File: config.mk
export PLATFORM = sky130hd
export DESIGN_NAME = wdg_timer
export DESIGN_NICKNAME = d
export VERILOG_FILES = /design/src/rtl/wdg_pkg.sv /design/src/rtl/wdg_prescaler.sv /design/src/rtl/wdg_key_seq.sv /design/src/rtl/wdg_downcount.sv /design/src/rtl/wdg_timer.sv
export SDC_FILE = /design/constraint.sdc
export NUM_CORES = 1
export LEC_CHECK = 0
export ABC_AREA = 1
export BUFFER_PORTS_ARGS = -buffer_cell sky130_fd_sc_hd__buf_2
export CAP_MARGIN = 0
export CORE_UTILIZATION = 50
export CTS_BUF_LIST = sky130_fd_sc_hd__clkbuf_4
export DETAILED_ROUTE_END_ITERATION = 6
export GPL_ROUTABILITY_DRIVEN = 0
export PLACE_DENSITY_LB_ADDON = 0.25
export SLEW_MARGIN = 40
export SYNTH_ARGS = -nofsm -noshare
export SYNTH_HDL_FRONTEND = slang
export SYNTH_SLANG_ARGS = --single-unit
File: constraint.sdc
create_clock -name clk -period 2.2 [get_ports clk]
set_clock_uncertainty 0.2 [all_clocks]
set_input_delay 0.22 -clock clk [delete_from_list [all_inputs] [get_ports clk]]
set_output_delay 0.22 -clock clk [all_outputs]
set_load 0.005 [all_outputs]
File: src/rtl/wdg_pkg.sv
package wdg_pkg;
   // word addresses of the registers
   localparam int unsigned REG_CTRL = 0;
   localparam int unsigned REG_TC   = 1;
   localparam int unsigned REG_KEY  = 2;
   localparam int unsigned REG_CNT  = 3;

   // control register bit positions
   localparam int unsigned CB_EN   = 0;
   localparam int unsigned CB_RSEL = 1;
   localparam int unsigned CB_FLAG = 2;

   // service key halves
   localparam logic [7:0] KEY_FIRST  = 8'hAA;
   localparam logic [7:0] KEY_SECOND = 8'h55;

   typedef enum logic {
      KS_IDLE = 1'b0,
      KS_HALF = 1'b1
   } key_state_t;
endpackage

File: src/rtl/wdg_prescaler.sv
module wdg_prescaler #(
   parameter int unsigned DIV = 4
) (
   input  logic clk,
   input  logic rst_n,
   output logic tick
);
   localparam int unsigned PW = (DIV > 1) ? $clog2(DIV) : 1;

   generate
      if (DIV == 0) begin : g_bad_div
         $error("wdg_prescaler: DIV must be at least 1");
      end
      if (DIV == 1) begin : g_pass
         assign tick = 1'b1;
      end else begin : g_div
         logic [PW-1:0] ph_q;
         localparam logic [PW-1:0] LAST = PW'(DIV - 1);
         always_ff @(posedge clk) begin
            if (!rst_n) begin
               ph_q <= '0;
            end else if (ph_q == LAST) begin
               ph_q <= '0;
            end else begin
               ph_q <= ph_q + 1'b1;
            end
         end
         assign tick = (ph_q == LAST);
      end
   endgenerate
endmodule

File: src/rtl/wdg_key_seq.sv
module wdg_key_seq
   import wdg_pkg::*;
(
   input  logic       clk,
   input  logic       rst_n,
   input  logic       bus_acc,
   input  logic       key_wr,
   input  logic [7:0] key_data,
   output logic       key_ok,
   output logic       key_bad
);
   key_state_t st_q, st_d;

   always_comb begin
      st_d    = st_q;
      key_ok  = 1'b0;
      key_bad = 1'b0;
      unique case (st_q)
         KS_IDLE: begin
            if (key_wr && key_data == KEY_FIRST) st_d = KS_HALF;
         end
         KS_HALF: begin
            if (bus_acc) st_d = KS_IDLE;
            if (key_wr) begin
               if (key_data == KEY_SECOND) key_ok = 1'b1;
               else                        key_bad = 1'b1;
            end
         end
         default: st_d = KS_IDLE;
      endcase
   end

   always_ff @(posedge clk) begin
      if (!rst_n) st_q <= KS_IDLE;
      else        st_q <= st_d;
   end
endmodule

File: src/rtl/wdg_downcount.sv
module wdg_downcount #(
   parameter int unsigned CNT_W = 24,
   parameter int unsigned RST_V = 255
) (
   input  logic             clk,
   input  logic             rst_n,
   input  logic             tick,
   input  logic             run,
   input  logic             load,
   input  logic [CNT_W-1:0] load_val,
   output logic [CNT_W-1:0] count,
   output logic             expire
);
   localparam logic [CNT_W-1:0] ONE  = CNT_W'(1);
   localparam logic [CNT_W-1:0] INIT = CNT_W'(RST_V);

   logic [CNT_W-1:0] cnt_q;
   logic             step;

   assign step   = run && tick && (cnt_q != '0);
   assign expire = step && !load && (cnt_q == ONE);

   always_ff @(posedge clk) begin
      if (!rst_n) begin
         cnt_q <= INIT;
      end else if (load) begin
         cnt_q <= load_val;
      end else if (step) begin
         cnt_q <= cnt_q - ONE;
      end
   end

   assign count = cnt_q;
endmodule

File: src/rtl/wdg_timer.sv
module wdg_timer
   import wdg_pkg::*;
#(
   parameter int unsigned DATA_W   = 32,
   parameter int unsigned ADDR_W   = 2,
   parameter int unsigned CNT_W    = 24,
   parameter int unsigned PRESCALE = 4,
   parameter int unsigned MIN_TC   = 255
) (
   input  logic              clk,
   input  logic              rst_n,
   input  logic              wr_en,
   input  logic              rd_en,
   input  logic [ADDR_W-1:0] addr,
   input  logic [DATA_W-1:0] wdata,
   output logic [DATA_W-1:0] rdata,
   output logic              rst_req
);
   localparam logic [CNT_W-1:0] TC_FLOOR = CNT_W'(MIN_TC);
   localparam int unsigned      PAD_CNT  = DATA_W - CNT_W;
   localparam int unsigned      PAD_CTRL = DATA_W - 3;

   generate
      if (CNT_W >= DATA_W) begin : g_chk_width
         $error("wdg_timer: CNT_W must be narrower than DATA_W");
      end
      if (CNT_W < 9) begin : g_chk_cnt
         $error("wdg_timer: CNT_W must hold the key and floor values");
      end
      if (ADDR_W < 2) begin : g_chk_addr
         $error("wdg_timer: ADDR_W must cover four registers");
      end
      if (MIN_TC == 0) begin : g_chk_floor
         $error("wdg_timer: MIN_TC must be nonzero");
      end
   endgenerate

   // address decode
   logic wr_ctrl, wr_tc, wr_key, bus_acc;
   assign wr_ctrl = wr_en && (addr == ADDR_W'(REG_CTRL));
   assign wr_tc   = wr_en && (addr == ADDR_W'(REG_TC));
   assign wr_key  = wr_en && (addr == ADDR_W'(REG_KEY));
   assign bus_acc = wr_en || rd_en;

   // state
   logic             en_q, rsel_q, flag_q, armed_q;
   logic [CNT_W-1:0] tc_q;
   logic [CNT_W-1:0] count;
   logic             tick, expire, feed_ok, feed_bad, trip;
   logic [CNT_W-1:0] tc_in;

   wdg_prescaler #(.DIV(PRESCALE)) u_presc (
      .clk   (clk),
      .rst_n (rst_n),
      .tick  (tick)
   );

   wdg_key_seq u_key (
      .clk      (clk),
      .rst_n    (rst_n),
      .bus_acc  (bus_acc),
      .key_wr   (wr_key),
      .key_data (wdata[7:0]),
      .key_ok   (feed_ok),
      .key_bad  (feed_bad)
   );

   wdg_downcount #(.CNT_W(CNT_W), .RST_V(MIN_TC)) u_cnt (
      .clk      (clk),
      .rst_n    (rst_n),
      .tick     (tick),
      .run      (armed_q),
      .load     (feed_ok),
      .load_val (tc_q),
      .count    (count),
      .expire   (expire)
   );

   assign tc_in = (wdata[CNT_W-1:0] < TC_FLOOR) ? TC_FLOOR : wdata[CNT_W-1:0];
   assign trip  = armed_q && (expire || feed_bad);

   always_ff @(posedge clk) begin
      if (!rst_n) begin
         en_q    <= 1'b0;
         rsel_q  <= 1'b0;
         flag_q  <= 1'b0;
         armed_q <= 1'b0;
         tc_q    <= TC_FLOOR;
         rst_req <= 1'b0;
      end else begin
         if (wr_ctrl) begin
            en_q   <= en_q   | wdata[CB_EN];
            rsel_q <= rsel_q | wdata[CB_RSEL];
         end
         if (wr_tc) tc_q <= tc_in;
         if (feed_ok && en_q) armed_q <= 1'b1;
         if (trip) flag_q <= 1'b1;
         rst_req <= trip && rsel_q;
      end
   end

   // readback
   always_comb begin
      rdata = '0;
      case (addr)
         ADDR_W'(REG_CTRL): rdata = {{PAD_CTRL{1'b0}}, flag_q, rsel_q, en_q};
         ADDR_W'(REG_TC):   rdata = {{PAD_CNT{1'b0}}, tc_q};
         ADDR_W'(REG_CNT):  rdata = {{PAD_CNT{1'b0}}, count};
         default:           rdata = '0;
      endcase
   end

   logic unused_hi;
   assign unused_hi = ^wdata[DATA_W-1:CNT_W];
endmodule

==> results of run 1 <==
[critical path: cells and delay by family]
kind	cells	cell delay, ps
compound gates	1	160
buf+inv	4	1800
simple gates	2	130
[metrics by stage]
| step | std cells | hold WS [ps] | worst slack (ps) | cell area, sq um |
|---|---|---|---|---|
| floorplan | 532 | 154.9 | 523.3 | 3481 |
| global placement | 643 | 212.5 | 236.7 | 3742 |
| detailed placement | 643 | 217.3 | 198.8 | 3742 |
| CTS | 690 | 48.60 | 151.4 | 4193 |
| global route | 690 | 76.25 | 4.479 | 4193 |
| finish | 690 | 57.30 | 53.52 | 4193 |
[metal layers]
layer  wire, um  global-route usage (%)  up-vias
met1       4576                   40.48     1752
met4        181                   9.091        0
met3        743                   4.669       18
met2       4703                   46.92      172
met5          0                       0        -
li1           -                       -     1867
[cell usage after synthesis, drive strengths merged]
| library cell | n | share of area (%) |
|---|---|---|
| nand3 | 30 | 4.9 |
| o22ai | 7 | 1.3 |
| buf | 18 | 4.1 |
| clkinv | 2 | 0.25 |
| nor3 | 4 | 0.58 |
| o21ai | 60 | 9.7 |
| o211ai | 8 | 1.7 |
| nand2 | 103 | 12 |
| nor3b | 1 | 0.22 |
| or2 | 1 | 0.18 |
| inv | 72 | 7.8 |
| a31oi | 1 | 0.18 |
| ha | 4 | 1.4 |
| xor2 | 6 | 1.5 |
| nor2 | 89 | 12 |
| o221ai | 3 | 0.76 |
| nand4 | 16 | 2.9 |
| o2111ai | 2 | 0.51 |
| o21a | 1 | 0.22 |
| conb | 1 | 0.11 |
| clkbuf | 10 | 1.1 |
| a211oi | 1 | 0.22 |
| a21oi | 29 | 4.2 |
| dfxtp | 56 | 32 |
[cells by family after synthesis]
family,count (synthesis)
AND/OR/NAND/NOR,244
AO/OA/AOI/OAI,112
buffers and inverters,102
flip-flops,56
XOR/XNOR,6
adder cells (fa/ha/maj),4
other,1
[worst max path at each step]
stage                                               to  slack [ps]  cells after the start
after floorplan           u_cnt.count[14]$_SDFFE_PN0P_         520                     11
after CTS                        u_key.st_q$_SDFF_PN0_         150                      7
after detailed placement  u_cnt.count[10]$_SDFFE_PN0P_         200                     10
final                            u_key.st_q$_SDFF_PN0_          50                      7
after global routing      u_cnt.count[14]$_SDFFE_PN0P_           4                     11
after global placement     u_cnt.count[1]$_SDFFE_PN1P_         240                     10
[registers in the layout, summed over array words and instances, names as in the netlist]
name	flops
armed_q	1
en_q	1
flag_q	1
rsel_q	1
rst_req	1
tc_q	24
u_cnt.count	24
u_key.st_q	1
u_presc.g_div.ph_q	2
[report_power, final]
group	leakage (uW)	switching, uW	internal [uW]
logic	0.00145	129	116
registers	0.000455	20.9	1040
clock network	0.0000356	364	130
[layout make-up]
| class | count | area (sq um) | area share (%) |
|---|---|---|---|
| inverters | 74 | 279.0 | 6.655 |
| multi-input cells | 374 | 1903 | 45.39 |
| repair buffers | 101 | 733.2 | 17.49 |
| clock inverters | 3 | 22.52 | 0.5372 |
| well taps | 77 | 96.34 | 2.298 |
| clock buffers | 5 | 37.54 | 0.8953 |
| flip-flops and latches | 56 | 1121 | 26.74 |
==> results_dict.tcl, run 1 <==
set metrics [dict create \
    status "completed" \
    whs_path_depth 5 \
    yosys.area_share.simple_pct 32.49 \
    worst_path_most_repeated_cell "dlygate4sd3_1" \
    synth-xor-area-share_pct 1.521 \
    p_per_area_mw_per_mm2 430.3 \
    critPathSlowestCell "dlygate4sd3_1" \
    antenna_found_initial 0 \
    holdPathEnd "en_q$_SDFFE_PN0P_" \
    portBuffers 54 \
    clock.fmax_ghz 0.4659 \
    drive_gt1_share_pct 17.29 \
    grt.total_usage_pct 29.27 \
    viasPerCell 5.520 \
    rows 29 \
    area.growth.synth_to_final_pct 21.37 \
    design.core.area_sq_mm 0.006495 \
    drv_cap 0 \
    overflow 0 \
    r2r_start "u_cnt.count[0]$_SDFFE_PN1P_" \
    grt_pass1_wl_mm 16.78 \
    reg2reg_to "u_cnt.count[14]$_SDFFE_PN0P_" \
    syn_inst 525 \
    mostFrequentLayoutCell "nand2_1" \
    finalCriticalPeriod_ps 2146 \
    synth_top_family_by_area "simple AND/OR/NAND/NOR gates" \
    criticalPathCategory "primary input to flip-flop" \
    wl_mm 10.21 \
    startpoint "rd_en" \
    fin_util_pct 64.55 \
    rsz0062_at_grt "no" \
    grt_max_degree 30 \
    syn_avg_cell_area_sq_um 6.580 \
    hold_start "wr_en" \
    yosysWarnings 0 \
    n_fill_cell 542 \
    synth.distinct_cells 36 \
    grt_pass1_vias 3516 \
    postCtsSetupBuffers 0 \
    worstSkewPairLatency_ps 400 \
    num_vias 3809 \
    cts.path.max_buffers 2 \
    worstPathRequired_ps 2360 \
    cts_resized 0 \
    finalPower_uw 1804 \
    cts_made_buffers 5 \
    detail-route-antenna-nets 0 \
    finalCritPeriodShare_pct 97.57 \
    endpoint_kind "flip-flop" \
    cts-root-buf "clkbuf_4" \
    hold_class "primary input to flip-flop" \
    yosysSeqAreaShare_pct 32.45 \
    cp_slowest_stage_delay_ps 570 \
    crit_fanout 1 \
    die_x_um 85.12 \
    syn_area_sq_mm 0.003455 \
    yosys-mux-area-fraction_pct 0 \
    r2r_cells 11 \
    worst_setup_path_start_kind "primary input" \
    synth-compound-area-share_pct 18.76 \
    final_cell_mix "nand2_1 (96), nor2_1 (74), inv_1 (70)" \
    fin_setup_tns_ps 0 \
    firstDrtPassIters 5 \
    num-nets-final 654 \
    drtIter0Drc 347 \
    ir_drop_mv 0.4073 \
    p_leak_uw 0.001945 \
    htreeDepth 2 \
    fp.dieH_um 85.12 \
    diodes 0 \
    clk_pin_slew_ps 180 \
    timing_hold_violations_final 0 \
    dieArea_sq_mm 0.007245 \
    cts_tree "yes" \
    cts_hold_buffers 39 \
    start_util_pct 53.19 \
    r2r_slack_ps 150 \
    synth_seq_cells 56 \
    synth_fa_ha_area_share_pct 1.449 \
    routedWlPerCell_um 14.79 \
    route.detailed.drc 0 \
    worst_ep_arrival_time_ps 2310 \
    cp_cell_sequence "dlygate4sd3_1 > buf_2 > nor2_1 > dlygate4sd3_1 > nand2_1 > a21oi_1 > dlygate4sd3_1" \
    io_pins 71 \
    finalMaxSlewViolations 0 \
    setup_violations 0 \
    detailed_place_hpwl_mm 6.832 \
    cts_sinks 56 \
]
(Power assumes the default switching activity.)
==> run 2: changes to the inputs <==
CORE_MARGIN = 2   (was unset)
==> run 2 against run 1 <==
Net effect: via count is 4.7% lower; sequential share of layout area is 0.81 points higher; count of clock-buffer cells in the layout stayed put; combinational power is 10% lower; highest routed layer unchanged; clock power hardly changed; setup slack better by 83 ps; die area is 4.8% higher; worst hold slack worse by 13 ps; largest cell class unchanged; register-to-register slack better by 80 ps; routed wire length is 5.7% lower; total power is 1.5% lower; cell count is 1.4% lower.
==> results_dict.tcl, run 2 (same netlist as run 1, synthesis figures left out) <==
set metrics [dict create \
    status "completed" \
    crit_buf_inv 4 \
    antenna_found_initial 0 \
    holdPathEnd "en_q$_SDFFE_PN0P_" \
    hold_start "wr_en" \
    rows 30 \
    rsz0062_at_grt "no" \
    finalCriticalPeriod_ps 2064 \
    cts.path.max_buffers 2 \
    htreeDepth 2 \
    r2r_cells 11 \
    portBuffers 54 \
    firstDrtPassIters 5 \
    cp_slowest_stage_delay_ps 560 \
    cts_made_buffers 5 \
    finalMaxSlewViolations 0 \
    cts_tree "yes" \
    stdcell_area_sq_mm 0.004070 \
    cts-root-buf "clkbuf_4" \
    worstPathRequired_ps 2360 \
    power.net_switching_uw 502.6 \
    crit_fanout 1 \
    detail-route-antenna-nets 0 \
    r2r_start "u_cnt.count[0]$_SDFFE_PN1P_" \
    hold_class "primary input to flip-flop" \
    reg2reg_to "u_cnt.count[14]$_SDFFE_PN0P_" \
    p_clk_share_pct 27.8 \
    design.core.area_sq_mm 0.006756 \
    swShare_pct 28.27 \
    fin_setup_tns_ps 0 \
    p_int_uw 1275 \
    final_cell_mix "nand2_1 (96), nor2_1 (74), inv_1 (70)" \
    io_pins 71 \
    routedWlPerCell_um 14.16 \
    whs_path_depth 5 \
    drtIter0Drc 322 \
    r2r_slack_ps 230 \
    combPwrFrac_pct 12.4 \
    cp_cell_sequence "dlygate4sd3_1 > buf_2 > nor2_1 > dlygate4sd3_1 > nand2_1 > a21oi_1 > dlygate4sd3_1" \
    fp.dieH_um 87.12 \
    die_x_um 87.12 \
    route.detailed.drc 0 \
    grt_max_degree 36 \
    clk_pin_slew_ps 170 \
    fin_util_pct 60.24 \
    pwr-share-seq_pct 59.9 \
    dieArea_sq_mm 0.007590 \
    worst_setup_path_start_kind "primary input" \
    criticalPathCategory "primary input to flip-flop" \
    area.growth.synth_to_final_pct 17.82 \
    crit_family "buffers and inverters" \
    num-nets-final 641 \
    diodes 0 \
    drv_cap 0 \
    grt_pass1_wl_mm 15.88 \
    critPathSlowestCell "dlygate4sd3_1" \
    endpoint_kind "flip-flop" \
    start_util_pct 51.13 \
    ir_drop_mv 0.2982 \
    dpl_cell_area_sq_mm 0.003739 \
    worstSkewPairLatency_ps 390 \
    max-slew-margin-rel_pct 51.69 \
    worst_ep_arrival_time_ps 2220 \
    p_per_area_mw_per_mm2 436.8 \
    grt.total_usage_pct 26.38 \
    timing_hold_violations_final 0 \
    cts_sinks 56 \
    setup_violations 0 \
    grt_pass1_vias 3373 \
    overflow 0 \
    detailed_place_hpwl_mm 6.807 \
    worst_path_most_repeated_cell "dlygate4sd3_1" \
    mostFrequentLayoutCell "nand2_1" \
    postCtsSetupBuffers 0 \
    finalCritPeriodShare_pct 93.82 \
    wl_mm 9.627 \
    p_leak_uw 0.001858 \
    viasPerCell 5.337 \
    drive_gt1_share_pct 17.50 \
    num_vias 3629 \
    worstMarginPinSlew_ps 723.8 \
    clock.fmax_ghz 0.4845 \
]
[run 2: cell types whose count changed in the layout (fill, tap and decap cells not counted), sizes merged]
cell         delta
clkinv          -1
dlygate4sd3    -12
inv             +1
buf             -1
[run 2: cell type report]
class	instances	area, sq um
inverters	74	279.0
repair buffers	88	605.6
multi-input cells	374	1906
fillers	642	2686
well taps	80	100.1
flip-flops and latches	56	1121
clock inverters	3	21.27
clock buffers	5	37.54
[run 2: routing by layer]
| layer | share of wire (%) | routed length (um) | vias up | global-route usage, % |
|---|---|---|---|---|
| li1 | - | - | 1834 | - |
| met1 | 45 | 4323 | 1659 | 37.52 |
| met2 | 47 | 4566 | 123 | 42.05 |
| met3 | 5.9 | 567 | 13 | 3.507 |
| met4 | 1.8 | 170 | 0 | 7.133 |
| met5 | 0 | 0 | - | 0 |
[run 2: what timing repair did]
item                                    4_1_cts  5_1_grt
endpoints found under the setup margin        0        1
hold buffers                                 27        0
resized for setup                             0        1
hold endpoints to repair                     27        0
[run 2: power groups by stage]
| stage | Clock, uW | Combinational (uW) | Sequential [uW] |
|---|---|---|---|
| 3_5_place_dp | 0 | 180 | 1090 |
| 2_1_floorplan | 0 | 113 | 1080 |
| 5_1_grt | 538 | 246 | 1070 |
| 6_report | 493 | 220 | 1060 |
| 4_1_cts | 497 | 216 | 1060 |
| 3_3_place_gp | 0 | 177 | 1080 |
[run 2: worst register-to-register path, stage by stage, from the launching register on]
cell and delay [ps]:
dfxtp_1 360, inv_1 140, ha_2 260, nand2_1 100, inv_1 130, nand2_1 90, inv_1 140, nand2_1 110
xor2_1 150, nor2_1 60, nor2_1 100, nor2_1 40
[run 2: per-stage QoR]
| stage | instances | power [uW] | hold slack [ps] | setup slack, ps |
|---|---|---|---|---|
| floorplan | 532 | 1190 | 154.9 | 523.3 |
| global placement | 645 | 1262 | 211.7 | 225.1 |
| detailed placement | 645 | 1265 | 223.3 | 211.3 |
| CTS | 680 | 1777 | 45.65 | 113.6 |
| global route | 680 | 1852 | 74.58 | 7.552 |
| finish | 680 | 1778 | 44.09 | 136.0 |
[run 2: worst max path at each step]
stage | depth (start not counted) | to | start
after global placement | 11 | u_cnt.count[14]$_SDFFE_PN0P_ | u_cnt.count[0]$_SDFFE_PN1P_
after floorplan | 11 | u_cnt.count[14]$_SDFFE_PN0P_ | u_cnt.count[0]$_SDFFE_PN1P_
after global routing | 11 | u_cnt.count[14]$_SDFFE_PN0P_ | u_cnt.count[0]$_SDFFE_PN1P_
after CTS | 7 | u_key.st_q$_SDFF_PN0_ | rd_en
final | 7 | u_key.st_q$_SDFF_PN0_ | rd_en
after detailed placement | 11 | u_cnt.count[14]$_SDFFE_PN0P_ | u_cnt.count[0]$_SDFFE_PN1P_
